==> src/rtl/pbirq_pkg.sv <==
package pbirq_pkg;
  localparam int DATA_W = 16;

  typedef struct packed {
    logic loadRead;
  } busStrobe_t;
endpackage

==> src/rtl/pbirq_ctrl.sv <==
module pbirq_ctrl
  import pbirq_pkg::*;
(
  input  logic       clk,
  input  logic       rst,
  input  logic       wbCyc,
  input  logic       wbStb,
  input  logic       wbWe,
  output busStrobe_t strobes,
  output logic       wbAck
);
  logic request;
  logic ackReg;

  assign request = wbCyc & wbStb & ~ackReg;

  always_ff @(posedge clk) begin
    if (rst) ackReg <= 1'b0;
    else     ackReg <= request;
  end

  always_comb begin
    strobes          = '0;
    strobes.loadRead = request & ~wbWe;
  end

  assign wbAck = ackReg;
endmodule

==> src/rtl/pbirq_datapath.sv <==
module pbirq_datapath
  import pbirq_pkg::*;
#(
  parameter int SYNC_STAGES = 2,
  parameter int WIDTH       = DATA_W
) (
  input  logic             clk,
  input  logic             rst,
  input  logic             btnIn,
  input  busStrobe_t       strobes,
  output logic [WIDTH-1:0] rdData,
  output logic             btnLevel,
  output logic             irqPulse
);
  localparam int PAD_W = WIDTH - 1;

  logic [SYNC_STAGES-1:0] syncChain;
  logic                   levelPrev;
  logic                   irqReg;

  generate
    if (SYNC_STAGES == 1) begin : g_single
      always_ff @(posedge clk) begin
        if (rst) syncChain <= '0;
        else     syncChain <= btnIn;
      end
    end else begin : g_chain
      always_ff @(posedge clk) begin
        if (rst) syncChain <= '0;
        else     syncChain <= {syncChain[SYNC_STAGES-2:0], btnIn};
      end
    end
  endgenerate

  assign btnLevel = syncChain[SYNC_STAGES-1];

  always_ff @(posedge clk) begin
    if (rst) begin
      levelPrev <= 1'b0;
      irqReg    <= 1'b0;
    end else begin
      levelPrev <= btnLevel;
      irqReg    <= btnLevel & ~levelPrev;
    end
  end

  always_ff @(posedge clk) begin
    if (rst)                   rdData <= '0;
    else if (strobes.loadRead) rdData <= {{PAD_W{1'b0}}, btnLevel};
    else                       rdData <= '0;
  end

  assign irqPulse = irqReg;
endmodule

==> src/rtl/pushbutton_irq_slave.sv <==
module pushbutton_irq_slave
  import pbirq_pkg::*;
#(
  parameter int SYNC_STAGES = 2
) (
  input  logic              clk,
  input  logic              rst,
  input  logic              btnIn,
  input  logic              wbCyc,
  input  logic              wbStb,
  input  logic              wbWe,
  output logic [DATA_W-1:0] wbDatOut,
  output logic              wbAck,
  output logic              irqPulse
);
  busStrobe_t strobes;
  logic       btnLevel;

  pbirq_ctrl u_ctrl (
    .clk     (clk),
    .rst     (rst),
    .wbCyc   (wbCyc),
    .wbStb   (wbStb),
    .wbWe    (wbWe),
    .strobes (strobes),
    .wbAck   (wbAck)
  );

  pbirq_datapath #(.SYNC_STAGES(SYNC_STAGES), .WIDTH(DATA_W)) u_dp (
    .clk      (clk),
    .rst      (rst),
    .btnIn    (btnIn),
    .strobes  (strobes),
    .rdData   (wbDatOut),
    .btnLevel (btnLevel),
    .irqPulse (irqPulse)
  );
endmodule

==> config.mk <==
export PLATFORM = sky130hd
export DESIGN_NAME = pushbutton_irq_slave
export DESIGN_NICKNAME = d
export VERILOG_FILES = /design/src/rtl/pbirq_pkg.sv /design/src/rtl/pbirq_ctrl.sv /design/src/rtl/pbirq_datapath.sv /design/src/rtl/pushbutton_irq_slave.sv
export SDC_FILE = /design/constraint.sdc
export NUM_CORES = 1
export LEC_CHECK = 0
export BUFFER_PORTS_ARGS = -buffer_cell sky130_fd_sc_hd__buf_4
export CORE_AREA = 2 2 39 41
export CTS_CLUSTER_SIZE = 10
export DETAILED_ROUTE_END_ITERATION = 8
export DIE_AREA = 0 0 41 43
export GPL_TIMING_DRIVEN = 0
export PLACE_DENSITY = 0.54
export SYNTH_ARGS = -nofsm -noshare
export SYNTH_HDL_FRONTEND = slang
export SYNTH_SLANG_ARGS = --single-unit
==> constraint.sdc <==
create_clock -name clk -period 0.8 [get_ports clk]
set_input_delay 0.08 -clock clk [delete_from_list [all_inputs] [get_ports clk]]
set_output_delay 0.08 -clock clk [all_outputs]
set_load 0.01 [all_outputs]
# Yosys cells after proc, flatten, opt, wreduce, memory -nomap -nowiden
# Cells that the tools add are included.
[totals]
regBits = 21
input_bits = 6
out_inout_bits = 18
wordCells = 15
[op_classes]
n_bitwise = 8
n_reduce_logical = 1
[op_table]
columns = ["op", "n"]
rows = [
  ["$and 1x1->1", 4],
  ["$not 1->1", 4],
  ["$reduce_or 2->1", 1],
]

# Longest topological paths before layout
[logic_depth]
word_depth = 5
depth_mapped = 2
ltp_nobuf = 2

# Cells and area by module
# Synthesis repeated with hierarchy kept, for this count alone.
[hier_totals]
hier_cells = 29
area_unflattened_um2 = 305.3
[modules_own_cells]
columns = ["mod", "instances", "cells_each", "area_per_inst_um2", "seq_area_each_um2"]
rows = [
  ["pbirq_datapath", 1, 26, 260.2, 100.1],
  ["pbirq_ctrl", 1, 3, 45.0, 20.0],
]

# Worst setup path before layout
# Ideal clock, no wire load.
[synth_timing]
path_kind = "flip-flop to flip-flop"
start = "register u_ctrl.ackReg, in the netlist u_ctrl.wbAck"
end = "register u_dp.rdData[0]"
setup_time_ps = 73
arrival_time_ps = 600
required_time_ps = 727
setup_slack_ps = 127
stages_incl_launch_ff = 3
n_path_buf = 0
period_less_slack_ps = 673
cell_sequence = "dfxtp_1 nand3b_4 nor3_2"
[synth_via]
elab_chain_len = 5
[synth_lines]
columns = ["item", "line_no", "text"]
rows = [
  ["from (decl)", "pbirq_ctrl.sv:13", "logic ackReg;"],
  ["from (signal assigned)", "pbirq_ctrl.sv:19", "else ackReg <= request;"],
  ["$not 1->1", "pbirq_ctrl.sv:15", "assign request = wbCyc & wbStb & ~ackReg;"],
  ["$and 1x1->1", "pbirq_ctrl.sv:15", ""],
  ["$and 1x1->1", "pbirq_ctrl.sv:24", "strobes.loadRead = request & ~wbWe;"],
  ["$not 1->1 (no line)", "--", ""],
  ["$reduce_or 2->1 (no line)", "--", ""],
  ["to (signal assigned)", "pbirq_datapath.sv:49", "else if (strobes.loadRead) rdData <= {{PAD_W{1'b0}}, btnLevel};"],
  ["to (decl)", "pbirq_datapath.sv:11", "output logic [WIDTH-1:0] rdData,"],
]
# No other way between the ends.
# A chain may end at the register's enable or synchronous reset.

# Worst setup path in the final report
[layout_timing]
start = "register u_ctrl.ackReg, in the netlist u_ctrl.wbAck"
end = "output port wbAck"
[layout_lines]
columns = ["item", "line_no", "text"]
rows = [
  ["to (decl)", "pushbutton_irq_slave.sv:13", "output logic wbAck,"],
]
# No word-level cell between the ends.

==> impl_results.md <==
* R2r endpoint: u_dp.rdData[0]
* Maxcap violations at 0
* Clock skew at 1.85 ps
* Peak supply drop at 0.533 mV
* Number of global-route vias before repair at 179
* Status: finished clean
* Most frequent cells in the layout: 23 x buf_4, 15 x conb_1, 6 x dfxtp_1, 3 x clkbuf_4
* Routed WL per cell at 5.89 um
* FF-to-FF Start: u_ctrl.wbAck
* Slowest CP cell: dfxtp_1
* Core Area at 1380 sq um
* Fin crit share at 93.8%
* Power Density at 1530 nW/um^2
* Final ANT Viol Nets at 0
* CP endpoint kind: output port
* Sequential area share after synthesis at 39.5%
* Reg2Reg Depth at 2
* Pint at 0.000560 W
* Global route hottest layer: met2
* Power share of the clock group at 37.1%
* Drt first pass iters at 1
* Resized cells post-CTS at 0
* Startpoint types: flip-flop
* Die X at 41 um
* Sw Pwr at 0.000159 W
* Slew Limit Fails at 0
* Syn_area_per_cell at 10.1 sq um
* M1 GR Usage at 4.52%
* Buffer count from post-CTS setup fixing at 0
* Setup violators final at 0
* Required @ worst endpoint at 720 ps
* CP delay by family, top: flip-flops
* RSZ-0062 raised after global routing: false
* Share of cells above drive strength 1 at 51.8%
* CTS hold repair buffers at 1
* Sw Share at 22.2%
* Worst Path Arrival at 670 ps
* Via density at 2.89
* Synth-to-Final Area Change at 54.3%
* Num CTS Buffers at 3
* Clk buf depth at 2
* Crit-path max cell delay at 300 ps
* Setup TNS at 0 ps
* Via count at 208
* Combinational share of power at 19.4%
* Initial DRC count at 0
* CP max FO at 2
* DRC Markers at 0
* Tot GR Track Use at 5.63%
* Clock sink total at 6
* Total wire length at 424 um
* Hold depth at 2
* Commonest non-fill, non-tap cell in the layout: buf_4
* Register share of total power at 43.5%
* Largest net degree at the start of global routing at 5
* Synthesized instance count at 30
* #FFs+latches synth at 6
* Worst-Skew Late Latency at 240 ps
* Initial antenna violation count at 0
* Placed cell count at 68
* Clk slew on worst S/H paths at 40 ps
* Die Y at 43 um
* Buf+Inv Stages, Crit Path at 1
* CP Capture Point: wbAck
* Post-Layout Cell Count at 72
* Final Net Count at 64
* Crit path time final at 750 ps
* Port Buffers at 8
* First-pass GRT wire length at 614 um
* Worst Path Class, Setup: reg2out
* Root Buffer Master: clkbuf_4
* CTS tree: yes
* Inserted Diodes at 0
* Post-synth cell types at 9
* GRT overflow at 0
* Met3 track demand over resource at 4.71%
* CTS H-tree depth at 1
* Static leakage at 0.280 nW
* Stages on the worst setup path at 1
* Cell Area, Synth at 304 sq um
* Final Hold Vio Count at 0
* R2R setup slack at 140 ps
* Die ar. at 1760 sq um
* Row Count at 14
* Fmax at 1.33 GHz
* Grt met2 use at 8.44%
* Synth warn at 0
* Gpl congestion at 0.480
* Critical-path cell list: buf_4
* Num ports at 24
* Hold Path Class: in2reg
* Effective utilization at floorplan at 22.0%
* Crit path from: u_ctrl.wbAck
==> per-layer routing <==
layer,wire length [um],vias up
li1,-,113
met2,194,15
met4,0,0
met1,155,80
met3,75,0
met5,0,-
==> logic make-up after synthesis <==
kind of cell  count (synthesis)  share of synthesized area (%)
buf+inv                      16                           38.3
other cells                   1                           1.23
simple gates                  7                           21.0
flops                         6                           39.5
==> area by class of cell <==
type | instances | area [sq um]
sequential | 6 | 120
buffer | 15 | 113
timing repair buffer | 9 | 70.1
clock buffer | 3 | 22.5
tap | 16 | 20.0
inverter | 1 | 3.75
multi-input combinational | 22 | 120
fill | 151 | 915
==> worst register-to-register path, delay by kind of cell, from the launching register on <==
family / cells / cell delay (ps)
DFF: 1 / 300
and+or+nand+nor: 2 / 290
==> sequential cells by signal, summed over array words and instances (netlist names) <==
signal          flops
u_dp.irqPulse       1
u_dp.syncChain      2
u_dp.rdData         1
u_ctrl.wbAck        1
u_dp.levelPrev      1
==> cells in the mapped netlist <==
master / instances / area share (%)
buf_4: 15 / 37
nand2b_4: 1 / 4.5
dfxtp_1: 6 / 40
inv_1: 1 / 1.2
conb_1: 1 / 1.2
nor2_1: 2 / 2.5
nor3_2: 1 / 3.3
nand3b_4: 1 / 6.6
nor2b_1: 2 / 4.1
==> power groups by stage <==
stage	Sequential [W]	Clock [W]	Combinational (W)
floorplan	0.000320	0	0.000100
global placement	0.000319	0	0.000132
detailed placement	0.000319	0	0.000133
CTS	0.000313	0.000281	0.000137
global route	0.000314	0.000292	0.000153
finish	0.000313	0.000267	0.000140
==> worst min-delay path by stage <==
stage                         to  slack [ps]  startpoint
2_1_floorplan     u_dp.rdData[0]         150        wbWe
3_3_place_gp      u_dp.rdData[0]         250        wbWe
3_5_place_dp      u_dp.rdData[0]         240        wbWe
4_1_cts        u_dp.syncChain[0]          20         rst
5_1_grt             u_ctrl.wbAck          30         rst
6_report       u_dp.syncChain[1]          30         rst
==> metrics by stage <==
| stage | total power, W | util (%) | worst slack [ps] | hold slack [ps] | area [sq um] |
|---|---|---|---|---|---|
| global placement | 0.000451 | 31.6 | 152 | 247 | 437 |
| finish | 0.000720 | 33.9 | 49.9 | 31.1 | 469 |
| CTS | 0.000731 | 33.9 | 39.2 | 24.9 | 469 |
| detailed placement | 0.000451 | 31.6 | 142 | 245 | 437 |
| global route | 0.000759 | 33.9 | 16.3 | 31.0 | 469 |
| floorplan | 0.000421 | - | 127 | 149 | 357 |
(Power assumes the default switching activity.)
